<file path="src/rtl/sbw_pkg.sv">
package sbw_pkg;
  typedef enum logic {
    SB_BEGIN = 1'b0,
    SB_END   = 1'b1
  } sb_mode_e;
endpackage

</file>
<file path="src/rtl/sbw_lane_decode.sv">
module sbw_lane_decode
  import sbw_pkg::*;
#(
  parameter int NBYTES = 4,
  localparam int OFS_W = $clog2(NBYTES)
) (
  input  sb_mode_e           mode,
  input  logic [OFS_W-1:0]   ofs,
  output logic [NBYTES-1:0]  be,
  output logic               probe
);
  // Lane k is byte offset k in the word; its enable bit is NBYTES-1-k.
  for (genvar k = 0; k < NBYTES; k++) begin : g_lane
    logic at_or_above;
    assign at_or_above = (OFS_W'(k) >= ofs);
    assign be[NBYTES-1-k] = (mode == SB_BEGIN) ? at_or_above : !at_or_above;
  end

  assign probe = (mode == SB_END) && (ofs == '0);
endmodule

</file>
<file path="src/rtl/sbw_out_stage.sv">
module sbw_out_stage #(
  parameter int W = 8
) (
  input  logic         clk,
  input  logic         rst_n,
  input  logic         in_valid,
  output logic         in_ready,
  input  logic [W-1:0] in_data,
  output logic         out_valid,
  input  logic         out_ready,
  output logic [W-1:0] out_data
);
  assign in_ready = !out_valid || out_ready;

  always_ff @(posedge clk) begin
    if (!rst_n) begin
      out_valid <= 1'b0;
      out_data  <= '0;
    end else if (in_ready) begin
      out_valid <= in_valid;
      if (in_valid) out_data <= in_data;
    end
  end
endmodule

</file>
<file path="src/rtl/sbw_store_bytes.sv">
module sbw_store_bytes
  import sbw_pkg::*;
#(
  parameter int ADDR_W = 32,
  parameter int DATA_W = 32,
  localparam int NBYTES = DATA_W / 8,
  localparam int OFS_W  = $clog2(NBYTES),
  localparam int PAY_W  = ADDR_W + DATA_W + NBYTES + 1
) (
  input  logic              clk,
  input  logic              rst_n,
  input  logic              req_valid,
  output logic              req_ready,
  input  logic              req_mode,
  input  logic [ADDR_W-1:0] req_addr,
  input  logic [DATA_W-1:0] req_data,
  output logic              wr_valid,
  input  logic              wr_ready,
  output logic [ADDR_W-1:0] wr_addr,
  output logic [DATA_W-1:0] wr_data,
  output logic [NBYTES-1:0] wr_be,
  output logic              wr_probe
);
  logic [NBYTES-1:0] dec_be;
  logic              dec_probe;
  logic [ADDR_W-1:0] word_addr;
  logic [PAY_W-1:0]  pay_in, pay_out;

  sbw_lane_decode #(.NBYTES(NBYTES)) u_dec (
    .mode  (sb_mode_e'(req_mode)),
    .ofs   (req_addr[OFS_W-1:0]),
    .be    (dec_be),
    .probe (dec_probe)
  );

  assign word_addr = {req_addr[ADDR_W-1:OFS_W], {OFS_W{1'b0}}};
  assign pay_in    = {word_addr, req_data, dec_be, dec_probe};

  sbw_out_stage #(.W(PAY_W)) u_stage (
    .clk       (clk),
    .rst_n     (rst_n),
    .in_valid  (req_valid),
    .in_ready  (req_ready),
    .in_data   (pay_in),
    .out_valid (wr_valid),
    .out_ready (wr_ready),
    .out_data  (pay_out)
  );

  assign {wr_addr, wr_data, wr_be, wr_probe} = pay_out;
endmodule

</file>
<file path="config.mk">
export PLATFORM = sky130hd
export DESIGN_NAME = sbw_store_bytes
export DESIGN_NICKNAME = d
export VERILOG_FILES = /design/src/rtl/sbw_pkg.sv /design/src/rtl/sbw_lane_decode.sv /design/src/rtl/sbw_out_stage.sv /design/src/rtl/sbw_store_bytes.sv
export SDC_FILE = /design/constraint.sdc
export NUM_CORES = 1
export LEC_CHECK = 0
export ABC_AREA = 1
export BUFFER_PORTS_ARGS = -buffer_cell sky130_fd_sc_hd__buf_2
export CORE_ASPECT_RATIO = 0.75
export CORE_UTILIZATION = 37
export CTS_BUF_LIST = sky130_fd_sc_hd__clkbuf_16
export DETAILED_ROUTE_END_ITERATION = 10
export GPL_TIMING_DRIVEN = 0
export PLACE_DENSITY = 0.77
export SETUP_SLACK_MARGIN = 0.02
export SLEW_MARGIN = 20
export SYNTH_ARGS = -nofsm -noshare
export SYNTH_HDL_FRONTEND = slang
export SYNTH_SLANG_ARGS = --single-unit
</file>
<file path="constraint.sdc">
create_clock -name clk -period 2.7 [get_ports clk]
set_input_delay 0.135 -clock clk [delete_from_list [all_inputs] [get_ports clk]]
set_output_delay 0.135 -clock clk [all_outputs]
set_load 0.01 [all_outputs]
</file>
# After elaboration in Yosys (flattened, before gate mapping)
# Cells that the tools add are included.
[word_totals]
register_bits = 68
out_inout_bits = 71
[classes]
magnitude_cmp = 4
mux = 4
n_reduce_logical = 9
[op_table]
columns = ["op", "count"]
rows = [
  ["$logic_not A1 Y1", 5],
  ["$ge A1 B2 Y1 const A", 2],
  ["$ge A2 B2 Y1 const A", 2],
  ["$mux W1", 4],
  ["$logic_not A2 Y1", 1],
  ["$reduce_and A2 Y1", 1],
  ["$logic_and A1 B1 Y1", 1],
  ["$logic_or A1 B1 Y1", 1],
]

# Depth between registers and ports, before layout
# Gate-level depths: netlist of the first run.
[logic_depth]
depth_word = 3
mapped_depth = 8
mapped_depth_nobuf = 6

# By module
# Synthesis of the first run repeated with hierarchy kept, for this count alone.
[unflattened]
cells_unflattened = 469
area_unflattened_um2 = 3200.6
[by_module_without_submodules]
columns = ["module", "n_inst", "cells_each", "area_per_inst_um2"]
rows = [
  ["sbw_out_stage", 1, 457, 3145.5],
  ["sbw_lane_decode", 1, 11, 51.3],
  ["sbw_store_bytes", 1, 1, 3.8],
]

# Least setup slack after synthesis of the first run
# No wires, ideal clock.
[synth_timing]
kind = "flip-flop to flip-flop"
from = "reg u_stage.out_valid"
to = "reg u_stage.out_data[32]"
arrival_ns = 0.987
required_ns = 2.589
slack_ns = 1.602
stages_incl_launch_ff = 8
path_buffers = 2
synth_period_minus_slack_ns = 1.098
cell_sequence = "dfxtp_1 nand2_4 nand2_4 inv_2 buf_6 buf_8 nor2_2 nor2_2"
[synth_between]
elab_chain_len = 3
[synth_lines]
columns = ["element", "line", "text"]
rows = [
  ["start: declaration", "sbw_out_stage.sv:9", "output logic out_valid,"],
  ["start signal: assignment", "sbw_out_stage.sv:20", "out_valid <= in_valid;"],
  ["$logic_not A1 Y1", "sbw_out_stage.sv:13", "assign in_ready = !out_valid || out_ready;"],
  ["$logic_or A1 B1 Y1", "sbw_out_stage.sv:13", ""],
  ["$reduce_and A2 Y1 (no line)", "--", ""],
  ["end signal: assignment", "sbw_out_stage.sv:21", "if (in_valid) out_data <= in_data;"],
  ["end: declaration", "sbw_out_stage.sv:11", "output logic [W-1:0] out_data"],
]
# Every way passes these cells.
# A chain may end at the register's enable or synchronous reset.

# Final worst setup path of the first run
[layout_timing]
from = "reg u_stage.out_valid"
to = "out req_ready"
[layout_between]
elab_chain_len = 2
[layout_lines]
columns = ["element", "line", "text"]
rows = [
  ["$logic_not A1 Y1", "sbw_out_stage.sv:13", ""],
  ["$logic_or A1 B1 Y1", "sbw_out_stage.sv:13", ""],
  ["end: declaration", "sbw_store_bytes.sv:13", "output logic req_ready,"],
]
# Every way passes these cells.

==> qor.yml, run 1 <==
flow_run:
  max_cap_violations: 0
finish:
  fin_util_pct: 52.0
  drive_gt1_share_pct: 33.3
  syn2layout_area_growth_pct: 35.0
  nNetsFinal: 668
  antennaDiodeCount: 0
timing:
  relSlewSlack_pct: 66.5
  setup_viol: 0
  rsz0062_at_grt: "no"
  worst_slew_pin_slew_ns: 0.503
  finClkSkew_ns: 0.00710
  fmax_ghz: 0.797
  period_minus_slack_ns: 1.25
  hold_viol: 0
  setup_tns_ns: 0
  timing.final.crit_share_pct: 46.5
  slew_violations: 0
  final.setup.worst_slack_ns: 1.45
cts:
  htreeDepth: 3
  clk_path_buf_depth: 2
  cts_buffers: 9
  cts_sinks: 68
  ctsHoldBuffers: 0
  clockRootBuffer: "clkbuf_16"
  cts_resized: 0
  tritoncts: "done"
  clk_latency_ns: 0.32
  clkTransAtPathRegs_ns: 0.05
  post_cts_buffers: 0
floorplanning:
  coreArea_um2: 7950
  io_pins: 140
  row_count: 28
  dieHeight_um: 80.8
  fp.dieW_um: 107
  start_util_pct: 38.5
  die_area_um2: 8660
setup_path:
  crit_type: "flop to output port"
  cp_max_fo: 10
  critical_path.cell_chain: "nand2_4 -> buf_2 -> buf_2"
  crit_path_end_kind: "output port"
  crit_buf_inv: 2
  cp_slowest_cell: "dfxtp_1"
  slowest_delay_ns: 0.32
  cp.arrival_ns: 1.12
  cp_top_family: "buffers and inverters"
  path_common_cell: "buf_2"
  crit_required_ns: 2.57
  crit_path_start_kind: "flop"
synthesis:
  synth-seq-cells: 68
  yosysWarnings: 0
  yosys.cell_types.count: 16
  yosys.area.top_type: "dfxtp_1"
  synth.avg_cell_area_um2: 6.81
  synth_top_cell_area_share_pct: 44.4
  ys_seq_area_share_pct: 44.4
  netlist_area_um2: 3070
  synthTopCellsByArea: "dfxtp_1 (44%), nor2_1 (14%), nand3_1 (11%)"
  syn_inst: 450
placed_design:
  gp_congestion: 0.776
  place_ws_ns: 1.51
  dp_hpwl_mm: 6.13
  io_buffers: 136
routing:
  drtIter0Drc: 148
  vias_per_cell: 4.33
  antenna_left: 0
  remaining_drc_errors: 0
  first_pass_iters: 4
  wirelength_mm: 8.00
  wl_per_cell_um: 11.3
  route.vias.total: 3057
hold_path:
  min_path_type: "input pin to flop"
power:
  p_leak_nw: 2.43
  ir_drop_mv: 0.277
  power_mw: 2.60
  p_per_area_nw_per_um2: 629
global_route:
  first_global_vias: 2833
  antenna_found_initial: 0
  grt_pass1_wl_mm: 12.9
  grt_usage_pct: 19.3
  grt_max_degree: 12
  grt-ovfl-total: 0
run_status:
  status: "completed"
==> metrics by stage <==
step | hold slack, ns | std cells | instance area [µm²]
floorplan | 0.323 | 451 | 3070
global placement | 0.446 | 692 | 3880
detailed placement | 0.451 | 692 | 3880
CTS | 0.134 | 706 | 4140
global route | 0.142 | 706 | 4140
finish | 0.138 | 706 | 4140
==> synth_stat cells, drive strengths merged <==
library cell / instances
clkbuf: 4
inv: 70
dfxtp: 68
nand2: 77
ha: 1
a21boi: 1
nand3: 66
conb: 1
nor2: 135
buf: 27
==> worst reg2reg max path, delay by kind of cell (launching register included) <==
| family | cells | cell delay (ns) |
|---|---|---|
| flip-flops | 1 | 0.32 |
| AND/OR/NAND/NOR | 4 | 0.39 |
| buffers and inverters | 1 | 0.40 |
==> final cells by class <==
cell class                 instances  area (µm²)
clock buffer                       9         225
multi-input combinational        282        1220
sequential                        68        1360
timing repair buffer             136         681
tap                              105         131
clock inverter                     5        31.3
fill                             805        3810
buffer                            31         226
inverter                          70         263
==> final timing paths <==
kind                        start                   end  slack [ns]  cells past startpoint
max             u_stage.out_valid             req_ready        1.45                      3
min                   req_data[7]  u_stage.out_data[12]        0.14                      5
max reg2reg     u_stage.out_valid  u_stage.out_data[33]        1.50                      5
min reg2reg  u_stage.out_data[48]  u_stage.out_data[48]        0.46                      2
==> flip-flops by register name, indices dropped and copies added, names as in the netlist <==
signal / count
u_stage.out_valid: 1
u_stage.out_data: 67
==> where the power goes <==
group          switching (mW)  total (mW)  internal, mW  leakage [nW]
Combinational           0.258       0.457         0.199          1.75
Sequential             0.0409        1.13          1.09         0.565
Clock                   0.416        1.02         0.605         0.117
==> cell families (layout without fill, tap and decap cells) <==
group,count (synthesis),count (layout),synth area share [%]
other,1,2,0.122
buffers and inverters,101,251,16.0
AOI/OAI and AO/OA,1,1,0.245
adders and majority gates,1,1,0.408
DFF,68,68,44.4
and+or+nand+nor,278,278,38.9
==> layout by cell type (no fill, tap or decap) <==
master	count
clkinv_1	1
clkbuf_1	4
nand3_1	66
buf_6	7
clkbuf_16	9
buf_4	9
inv_2	2
conb_1	2
clkinvlp_4	3
nor2_2	20
nand2_1	75
inv_1	68
clkinv_2	1
buf_2	146
ha_1	1
a21boi_0	1
dfxtp_1	68
nor2_1	115
buf_8	1
nand2_4	2
==> routing by layer <==
| metal | share of wire [%] | GRT usage (%) | routed length, µm | up-vias |
|---|---|---|---|---|
| met4 | 1.4 | 5.48 | 109 | 0 |
| met1 | 46 | 23.6 | 3700 | 1328 |
| met5 | 0 | 0 | 0 | - |
| met2 | 45 | 32.2 | 3580 | 99 |
| li1 | - | - | - | 1620 |
| met3 | 7.6 | 7.06 | 605 | 10 |
(Power assumes the default switching activity.)
==> run 2, diff against run 1 <==
--- a/config.mk
+++ b/config.mk
@@ -5,14 +5,14 @@
 export SDC_FILE = /design/constraint.sdc
 export NUM_CORES = 1
 export LEC_CHECK = 0
-export ABC_AREA = 1
+export ABC_AREA = 0
 export BUFFER_PORTS_ARGS = -buffer_cell sky130_fd_sc_hd__buf_2
 export CORE_ASPECT_RATIO = 0.75
 export CORE_UTILIZATION = 37
 export CTS_BUF_LIST = sky130_fd_sc_hd__clkbuf_16
 export DETAILED_ROUTE_END_ITERATION = 10
 export GPL_TIMING_DRIVEN = 0
-export PLACE_DENSITY = 0.77
+export PLACE_DENSITY = 0.78
 export SETUP_SLACK_MARGIN = 0.02
 export SLEW_MARGIN = 20
 export SYNTH_ARGS = -nofsm -noshare
==> constraint.sdc (replaced) <==
create_clock -name clk -period 1.3 [get_ports clk]
set_input_delay 0.065 -clock clk [delete_from_list [all_inputs] [get_ports clk]]
set_output_delay 0.065 -clock clk [all_outputs]
set_load 0.01 [all_outputs]
==> qor.yml, run 2 <==
finish:
  largest_reg_flops: 67  # unchanged
  syn2layout_area_growth_pct: 45.2
  nNetsFinal: 550  # -18%
  reg.largest.list: "u_stage.out_data (67), u_stage.out_valid (1)"
  fin_cells: 586  # -17%
  final_area_um2: 4080  # -1.3%
  fin_util_pct: 55.4  # +3.4 points
  regMostFlops: "u_stage.out_data"
  final_common_cell: "buf_2"
  antennaDiodeCount: 0  # unchanged
  layout_common_cells: "buf_2 (147), dfxtp_1 (68), nand3_1 (66)"
  drive_gt1_share_pct: 43.5  # +10 points
placed_design:
  gp_congestion: 0.803  # +3.4%
  place_ws_ns: 0.0948  # -1.41 ns
  place_inst: 556  # -20%
  io_buffers: 136  # unchanged
  dp_hpwl_mm: 5.78  # -5.7%
  postPlaceCellArea_um2: 3620  # -6.6%
routing:
  first_pass_iters: 4  # unchanged
  remaining_drc_errors: 0  # unchanged
  vias_per_cell: 5.05  # +17%
  drtIter0Drc: 111  # -25%
  wl_per_cell_um: 13.9  # +23%
  wirelength_mm: 8.15  # +1.8%
  route.vias.total: 2959  # -3.2%
  antenna_left: 0  # unchanged
global_route:
  antenna_found_initial: 0  # unchanged
  grt.busiest_layer: "met2"
  grt_usage_pct: 20.5  # +1.2 points
  first_global_vias: 2653  # -6.4%
  grt_use_met1_pct: 26.4  # +2.8 points
  grt_max_degree: 16  # +4
  grt-ovfl-total: 0  # unchanged
  gr-usage-met2_pct: 32.3  # +0.14 points
  grt_pass1_wl_mm: 12.5  # -2.9%
  met3_usage_pct: 6.49  # -0.58 points
synthesis:
  yosys.cell_types.count: 25  # +9
  synth_top_flop_cell: "dfxtp_1"
  synth_top_cell_area_share_pct: 48.4  # +4.0 points
  yosysWarnings: 0  # unchanged
  syn_inst: 318  # -29%
  synth-seq-cells: 68  # unchanged
  ys_seq_area_share_pct: 48.4  # +4.0 points
  synth.most_common_cell: "dfxtp_1"
  yosys.area.top_type: "dfxtp_1"
  async_flop_share_pct: 0  # unchanged
  synthTopCellsByArea: "dfxtp_1 (48%), nand3_1 (12%), a21oi_1 (9.8%)"
  synth.avg_cell_area_um2: 8.84  # +30%
  yosys-top-cells-count: "dfxtp_1 (68), nand3_1 (66), a21oi_1 (55)"
  synth-edff-count: 0  # unchanged
  netlist_area_um2: 2810  # -8.2%
floorplanning:
  fp.dieW_um: 103  # -4.1%
  coreArea_um2: 7360  # -7.4%
  die_area_um2: 7960  # -8.1%
  io_pins: 140  # unchanged
  dieHeight_um: 77.5  # -4.1%
  start_util_pct: 38.2  # -0.35 points
  row_count: 27  # -3.6%
setup_path:
  reg2reg_from: "u_stage.out_valid"
  critPathLaunch: "u_stage.out_valid"
  crit_path_end_kind: "flop"
  crit_path_start_kind: "flop"
  cp.arrival_ns: 1.50  # +0.38 ns
  crit_type: "flop to flop"
  crit_required_ns: 1.56  # -1.01 ns
  cp_max_fo: 10  # unchanged
cts:
  tritoncts: "done"
  cts_buffers: 9  # unchanged
  cts_sinks: 68  # unchanged
  htreeDepth: 3  # unchanged
  clk_path_buf_depth: 2  # unchanged
  clockRootBuffer: "clkbuf_16"
  clkTransAtPathRegs_ns: 0.06  # about the same
  clk_latency_ns: 0.32  # about the same
power:
  ir_drop_mv: 0.587  # +110%
  p_leak_nw: 1.85  # -24%
  power_mw: 5.37  # +110%
  p_per_area_nw_per_um2: 1310  # +110%
timing:
  setup_tns_ns: 0  # unchanged
  timing.final.crit_share_pct: 95.8
  relSlewSlack_pct: 66.5  # about the same
  final.setup.worst_slack_ns: 0.0552  # -1.39 ns
  rsz0062_at_grt: "yes"
  whs_ns: 0.0105  # -0.128 ns
  finClkSkew_ns: 0.00440  # -0.00271 ns
  worst_slew_pin_slew_ns: 0.503  # -0.000208 ns
  slew_violations: 0  # unchanged
  setup_viol: 0  # unchanged
  hold_viol: 0  # unchanged
  fmax_ghz: 0.803
  period_minus_slack_ns: 1.24
hold_path:
  min_path_type: "input pin to flop"
  min_from: "req_data[13]"
run_status:
  status: "completed"
flow_run:
  max_cap_violations: 0  # unchanged
-- run 2: changes by cell type after synthesis, moves of 4 or more --
cell	previous run	this run
o21ai_0	0	25
a21oi_1	0	55
o21ai_2	0	14
nor2_1	115	2
a21oi_2	0	12
nand2_1	75	2
inv_1	68	1
buf_4	9	5
o21ai_1	0	26
buf_2	10	14
nor2_2	20	0
-- run 2: kinds of logic after synthesis --
logic type / Yosys count / share of synthesized area (%)
compound gates: 134 / 27.4
fa+ha+maj: 1 / 0.445
flops: 68 / 48.4
simple gates: 71 / 12.8
buf+inv: 41 / 10.2
xor+xnor: 2 / 0.623
other cells: 1 / 0.133
-- run 2: power breakdown --
| part | internal (mW) | total (mW) | leakage [nW] | switching, mW |
|---|---|---|---|---|
| combinational | 0.363 | 0.790 | 1.14 | 0.427 |
| sequential | 2.21 | 2.27 | 0.560 | 0.0618 |
| clock | 1.46 | 2.31 | 0.148 | 0.848 |
| total | 4.03 | 5.37 | 1.85 | 1.34 |
-- run 2: final timing paths --
check	end	slack (ns)	depth (start not counted)
min reg2reg	u_stage.out_data[67]	0.47	2
max reg2reg	u_stage.out_data[58]	0.06	6
min	u_stage.out_data[18]	0.01	3
max	u_stage.out_data[58]	0.06	6
-- run 2: area by class of cell --
class	count	area, µm²
flip-flops and latches	68	1360
multi-input cells	210	1170
inverters	3	18.8
clock inverters	7	60.1
plain buffers	37	290
fillers	701	3280
repair buffers	151	832
well taps	101	126
clock buffers	9	225
-- run 2: per-layer routing --
layer  vias up  wire, µm
li1       1454         -
met1      1381      3670
met2       112      3830
met3        12       515
met4         0       133
met5         -         0
-- run 2: worst max-delay path, stage by stage, from the launching register on --
cell	delay, ns
dfxtp_1	0.34
nor2b_4	0.21
buf_6	0.13
buf_12	0.13
buf_8	0.16
o21ai_2	0.07
a21oi_2	0.13
-- run 2: repair_timing --
| item | CTS | global route |
|---|---|---|
| pin swaps | 0 | 6 |
| hold buffers | 14 | 0 |
| setup buffers | 1 | 0 |
| gates cloned | 0 | 0 |
| resized for setup | 0 | 10 |
| endpoints found under the hold margin | 14 | 0 |
| endpoints found under the setup margin | 1 | 37 |
